[src/rtl/lineCachePkg.sv]
package lineCachePkg;

  typedef enum logic [1:0] {
    ST_IDLE = 2'd0,
    ST_FILL = 2'd1,
    ST_DONE = 2'd2
  } cacheState_e;

  typedef struct packed {
    logic startFill;
    logic captureWord;
    logic finishFill;
    logic loadHit;
    logic loadPend;
    logic writeHit;
  } cacheStrobes_t;

endpackage

[src/rtl/lineCacheCtrl.sv]
module lineCacheCtrl
  import lineCachePkg::*;
(
  input  logic          clk,
  input  logic          rstN,
  input  logic          cpuReq,
  input  logic          cpuWr,
  input  logic          lookupHit,
  input  logic          memValid,
  input  logic          fillLast,
  output cacheStrobes_t strb,
  output logic          memReq,
  output logic          cpuBusy,
  output logic          cpuRvalid
);

  cacheState_e state, stateNext;
  logic accept;

  assign accept  = cpuReq && (state == ST_IDLE);
  assign cpuBusy = (state != ST_IDLE);

  always_comb begin
    strb             = '0;
    strb.startFill   = accept && !cpuWr && !lookupHit;
    strb.loadHit     = accept && !cpuWr && lookupHit;
    strb.writeHit    = accept && cpuWr && lookupHit;
    strb.captureWord = (state == ST_FILL) && memValid;
    strb.finishFill  = strb.captureWord && fillLast;
    strb.loadPend    = (state == ST_DONE);
  end

  always_comb begin
    stateNext = state;
    case (state)
      ST_IDLE: if (strb.startFill) stateNext = ST_FILL;
      ST_FILL: if (strb.finishFill) stateNext = ST_DONE;
      ST_DONE: stateNext = ST_IDLE;
      default: stateNext = ST_IDLE;
    endcase
  end

  always_ff @(posedge clk) begin
    if (!rstN) begin
      state     <= ST_IDLE;
      memReq    <= 1'b0;
      cpuRvalid <= 1'b0;
    end else begin
      state     <= stateNext;
      memReq    <= strb.startFill;
      cpuRvalid <= strb.loadHit || strb.loadPend;
    end
  end

  // no response is ever delivered while a refill holds the port
  p_busy_quiet_r8: assert property (@(posedge clk) disable iff (!rstN)
    cpuBusy |-> !cpuRvalid);

  // burst request lasts a single cycle
  p_req_pulse_r3: assert property (@(posedge clk) disable iff (!rstN)
    memReq |=> !memReq);

  // the port is held off while the request is out
  p_miss_busy_r3: assert property (@(posedge clk) disable iff (!rstN)
    memReq |-> cpuBusy);

  // an accepted hit answers on the next cycle
  p_hit_next_r2: assert property (@(posedge clk) disable iff (!rstN)
    (cpuReq && !cpuBusy && !cpuWr && lookupHit) |=> cpuRvalid);

  // writes never produce a response or a burst
  p_write_silent_r9: assert property (@(posedge clk) disable iff (!rstN)
    (cpuReq && !cpuBusy && cpuWr) |=> (!cpuRvalid && !memReq));

endmodule

[src/rtl/lineCacheData.sv]
module lineCacheData
  import lineCachePkg::*;
#(
  parameter int ADDR_W = 22,
  parameter int DATA_W = 16,
  parameter int OFS_W  = 2
) (
  input  logic                clk,
  input  logic                rstN,
  input  logic                flush,
  input  cacheStrobes_t       strb,
  input  logic [ADDR_W-1:0]   cpuAddr,
  input  logic [DATA_W/8-1:0] cpuBe,
  input  logic [DATA_W-1:0]   cpuWdata,
  input  logic                memValid,
  input  logic [DATA_W-1:0]   memData,
  output logic                lookupHit,
  output logic                fillLast,
  output logic [DATA_W-1:0]   cpuRdata,
  output logic [ADDR_W-1:0]   memLineAddr
);

  localparam int LINE_WORDS = 1 << OFS_W;
  localparam int TAG_W      = ADDR_W - OFS_W;
  localparam int BE_W       = DATA_W / 8;

  logic [DATA_W-1:0] lineWords [LINE_WORDS];
  logic [TAG_W-1:0]  tagReg;
  logic              validReg;
  logic [OFS_W-1:0]  pendOfs;
  logic [OFS_W-1:0]  fillCnt;
  logic [DATA_W-1:0] rdataReg;
  logic [OFS_W-1:0]  wordOfs;
  logic [TAG_W-1:0]  reqTag;
  logic [DATA_W-1:0] oldWord;
  logic [DATA_W-1:0] mergeWord;

  assign wordOfs     = cpuAddr[OFS_W-1:0];
  assign reqTag      = cpuAddr[ADDR_W-1:OFS_W];
  assign lookupHit   = validReg && (tagReg == reqTag) && !flush;
  assign fillLast    = memValid && (fillCnt == {OFS_W{1'b1}});
  assign memLineAddr = {tagReg, {OFS_W{1'b0}}};
  assign cpuRdata    = rdataReg;
  assign oldWord     = lineWords[wordOfs];

  for (genvar b = 0; b < BE_W; b++) begin : g_byteMerge
    assign mergeWord[b*8 +: 8] = cpuBe[b] ? cpuWdata[b*8 +: 8] : oldWord[b*8 +: 8];
  end

  always_ff @(posedge clk) begin
    if (strb.captureWord) lineWords[fillCnt] <= memData;
    else if (strb.writeHit) lineWords[wordOfs] <= mergeWord;
  end

  always_ff @(posedge clk) begin
    if (!rstN) begin
      validReg <= 1'b0;
      tagReg   <= '0;
      pendOfs  <= '0;
      fillCnt  <= '0;
      rdataReg <= '0;
    end else begin
      if (flush)                validReg <= 1'b0;
      else if (strb.startFill)  validReg <= 1'b0;
      else if (strb.finishFill) validReg <= 1'b1;

      if (strb.startFill) begin
        tagReg  <= reqTag;
        pendOfs <= wordOfs;
        fillCnt <= '0;
      end else if (strb.captureWord) begin
        fillCnt <= fillCnt + 1'b1;
      end

      if (strb.loadHit)       rdataReg <= lineWords[wordOfs];
      else if (strb.loadPend) rdataReg <= lineWords[pendOfs];
    end
  end

  // a completed burst makes the line valid
  p_valid_after_burst_r6: assert property (@(posedge clk) disable iff (!rstN)
    (strb.finishFill && !flush) |=> validReg);

  // flush drops the line at the next edge
  p_flush_clears_r10: assert property (@(posedge clk) disable iff (!rstN)
    flush |=> !validReg);

  // a refill always begins at slot zero with the line invalid
  p_fill_start_r4: assert property (@(posedge clk) disable iff (!rstN)
    strb.startFill |=> (fillCnt == '0 && !validReg));

  // a write hit leaves the tag alone
  p_write_keeps_tag_r9: assert property (@(posedge clk) disable iff (!rstN)
    strb.writeHit |=> $stable(tagReg));

endmodule

[src/rtl/burstLineCache.sv]
module burstLineCache
  import lineCachePkg::*;
#(
  parameter int ADDR_W = 22,
  parameter int DATA_W = 16,
  parameter int OFS_W  = 2
) (
  input  logic                clk,
  input  logic                rstN,
  input  logic                flush,
  input  logic                cpuReq,
  input  logic                cpuWr,
  input  logic [ADDR_W-1:0]   cpuAddr,
  input  logic [DATA_W/8-1:0] cpuBe,
  input  logic [DATA_W-1:0]   cpuWdata,
  output logic [DATA_W-1:0]   cpuRdata,
  output logic                cpuRvalid,
  output logic                cpuBusy,
  output logic                memReq,
  output logic [ADDR_W-1:0]   memLineAddr,
  input  logic                memValid,
  input  logic [DATA_W-1:0]   memData
);

  cacheStrobes_t strb;
  logic lookupHit;
  logic fillLast;

  lineCacheCtrl i_ctrl (
    .clk       (clk),
    .rstN      (rstN),
    .cpuReq    (cpuReq),
    .cpuWr     (cpuWr),
    .lookupHit (lookupHit),
    .memValid  (memValid),
    .fillLast  (fillLast),
    .strb      (strb),
    .memReq    (memReq),
    .cpuBusy   (cpuBusy),
    .cpuRvalid (cpuRvalid)
  );

  lineCacheData #(
    .ADDR_W (ADDR_W),
    .DATA_W (DATA_W),
    .OFS_W  (OFS_W)
  ) i_data (
    .clk         (clk),
    .rstN        (rstN),
    .flush       (flush),
    .strb        (strb),
    .cpuAddr     (cpuAddr),
    .cpuBe       (cpuBe),
    .cpuWdata    (cpuWdata),
    .memValid    (memValid),
    .memData     (memData),
    .lookupHit   (lookupHit),
    .fillLast    (fillLast),
    .cpuRdata    (cpuRdata),
    .memLineAddr (memLineAddr)
  );

endmodule

[config.mk]
export PLATFORM = sky130hd
export DESIGN_NAME = burstLineCache
export DESIGN_NICKNAME = d
export VERILOG_FILES = /design/src/rtl/lineCachePkg.sv /design/src/rtl/lineCacheCtrl.sv /design/src/rtl/lineCacheData.sv /design/src/rtl/burstLineCache.sv
export SDC_FILE = /design/constraint.sdc
export NUM_CORES = 1
export LEC_CHECK = 0
export BUFFER_PORTS_ARGS = -buffer_cell sky130_fd_sc_hd__buf_2
export CAP_MARGIN = 20
export CORE_UTILIZATION = 40
export CTS_BUF_LIST = sky130_fd_sc_hd__clkbuf_4
export CTS_CLUSTER_SIZE = 24
export DETAILED_ROUTE_END_ITERATION = 10
export HOLD_SLACK_MARGIN = 0.06
export PLACE_DENSITY = 0.69
export SYNTH_ARGS = -nofsm -noshare
export SYNTH_HDL_FRONTEND = slang
export SYNTH_HIERARCHICAL = 1
export SYNTH_SLANG_ARGS = --single-unit
export TNS_END_PERCENT = 20
[constraint.sdc]
create_clock -name clk -period 4.5 [get_ports clk]
set_clock_uncertainty 0.1 [all_clocks]
set_input_delay 0.45 -clock clk [delete_from_list [all_inputs] [get_ports clk]]
set_output_delay 0.45 -clock clk [all_outputs]
set_load 0.1 [all_outputs]
==> qor.csv <==
metric,value,unit
die_h,117,um
cp_max_fo,16,
gp_congestion,0.800,
ir_drop,0.136,mV
cp.arrival,3.21,ns
fmax,314,MHz
synth_top_flop_cell,edfxtp_1,
holdCritPathClass,in2reg,
dpl.hpwl,7790,um
synthArstFlopShare,0,%
finish.net_count,538,
netlist_area,5280,um2
cap_violations,0,
ant_nets,0,
setup_violations,0,
routed_wl,11500,um
netlist_instances,383,
final.fill_count,1122,
total_power,0.00188,W
synth-edff-count,64,
pre_cts_slack,1.10,ns
met1Wirelength,5110,um
netlist_top_cells_count,"edfxtp_1, mux2i_1, dfxtp_1",
cts_setup_buffers,0,
fin_ws,1.31,ns
seq_area,2860,um2
synth_area_leaders,"edfxtp_1, dfxtp_1, mux2i_1",
min_period,3.19,ns
cp-end-kind,register,
grt_first_pass_wirelength,17800,um
worstSetupStartpointType,register,
via_count,3434,
grtUsageTotal,17.8,%
relSlewSlack,31.3,%
initial_core_util,41.4,%
rsz0062_at_grt,no,
dr.pass1.iters,4,
port_buffers,100,
path_class,reg2reg,
cts.htree.levels,3,
die_x,117,um
cts.clk_slew.worst_paths,0.18,ns
hold_viol_final,0,
highest_layer,met4,
synth-seq-cells,111,
ios,103,
tritoncts,built,
grt_remaining_overflow,0,
synth_most_common_cell,edfxtp_1,
multi_input_area,2240,um2
layout-drive-gt1-share,32.5,%
postLayoutCellArea,6060,um2
required,4.52,ns
wl_met2,5730,um
cts_sinks,111,
placed_area,5880,um2
yosysSeqAreaShare,54.2,%
yosysWarnings,6,
grt_max_degree,43,
worst_pin_slew,1.03,ns
clockBufferDepth,2,
period_share,70.8,%
ys_types,40,
syn2layout_area_growth,14.7,%
reg2reg_depth,9,
via_per_inst,5.26,
report.final.slew_viol_count,0,
grt_pass1_vias,3413,
cts.root.buffer_cell,clkbuf_4,
rows,41,
clkLatencyLatePin,0.48,ns
wl_per_cell,17.6,um
synth_top_area_share,36.4,%
wl_met3,445,um
post_cts_resized,0,
core_area,12800,um2
route.detailed.drc,0,
die-area,13700,um2
final_core_util,47.5,%
drtIter0Drc,147,
ff2ff_setup_slack,1.31,ns
numCtsBuffers,9,
tns,0,ns
status,"complete, no violations",
grt_antenna_before_repair,1,
synth.avg_cell_area,13.8,um2
holdPathStages,3,
cellLeakagePower,2.24,nW
yosysTopAreaCell,edfxtp_1,
power_density,310,nW/um2
-- area by class of cell --
type / count / share of cell area, %
diodes: 1 / 0.0413
clock buffers: 9 / 1.11
clock inverters: 7 / 1.24
inverters: 3 / 0.186
multi-input cells: 241 / 36.9
flip-flops and latches: 111 / 47.2
well taps: 172 / 3.55
repair buffers: 109 / 9.74
-- placed cells by master (no fill, tap or decap), types with 4 or more instances in the layout --
cell / instances
nand3b_1: 4
xor2_1: 8
a21oi_1: 32
clkbuf_4: 9
inv_8: 4
buf_2: 100
nor2b_1: 22
mux2i_1: 55
mux4_1: 8
o21ai_0: 15
dfxtp_1: 47
xnor2_1: 13
buf_4: 7
mux4_2: 24
edfxtp_1: 64
nor2_1: 23
-- report_power, final --
group          switching (W)  internal, W
Combinational       0.000172     0.000101
Clock               0.000364     0.000134
Sequential         0.0000179      0.00109
-- logic make-up after synthesis --
logic type | after synthesis | share of synthesized area [%]
flops | 111 | 54.2
mux | 87 | 24.6
simple gates | 76 | 8.15
compound gates | 54 | 5.35
buf+inv | 32 | 3.91
xor+xnor | 21 | 3.48
fa+ha+maj | 1 | 0.237
other cells | 1 | 0.0710
-- flip-flops by register name, indices dropped and copies added (netlist names), named ones only --
name and cells:
i_ctrl/cpuRvalid 1, i_ctrl/memReq 1, i_ctrl/state 2, i_data/cpuRdata 16
i_data/fillCnt 2, i_data/lineWords 64, i_data/pendOfs 2, i_data/tagReg 20
i_data/validReg 1
-- metrics by stage --
stage                     hold WS [ns]  std cells
after floorplan                  0.372        384
after global placement           0.401        634
after detailed placement         0.408        634
after CTS                        0.121        651
after global routing             0.130        653
final                            0.150        653
-- routing by layer --
layer	track usage [%]	vias to the layer above
met5	0	-
met4	7.00	0
met3	3.45	17
met2	29.9	97
met1	22.8	1690
li1	-	1630
-- worst paths after layout --
| path | start | end |
|---|---|---|
| worst max register to register | i_data/tagReg[5] | i_data/lineWords[0][3] |
| worst max-delay path | i_data/tagReg[5] | i_data/lineWords[0][3] |
| worst min register to register | i_data/validReg | i_data/validReg |
| worst min-delay path | cpuAddr[12] | i_data/tagReg[10] |
-- critical path: stages, from the launching register on --
cell      delay, ns
dfxtp_1        0.37
xor2_1         0.17
nor4_1         0.28
nand4b_1       0.12
nor4_1         0.32
buf_4          0.20
nand3_1        0.08
nor2_1         0.23
nor4b_1        0.31
a21o_1         0.64
-- repair_timing --
item                       4_1_cts  5_1_grt
setup endpoints to repair        0        0
hold endpoints to repair         1        0
hold buffers                     1        0
Power figures use the tool's default switching activity.
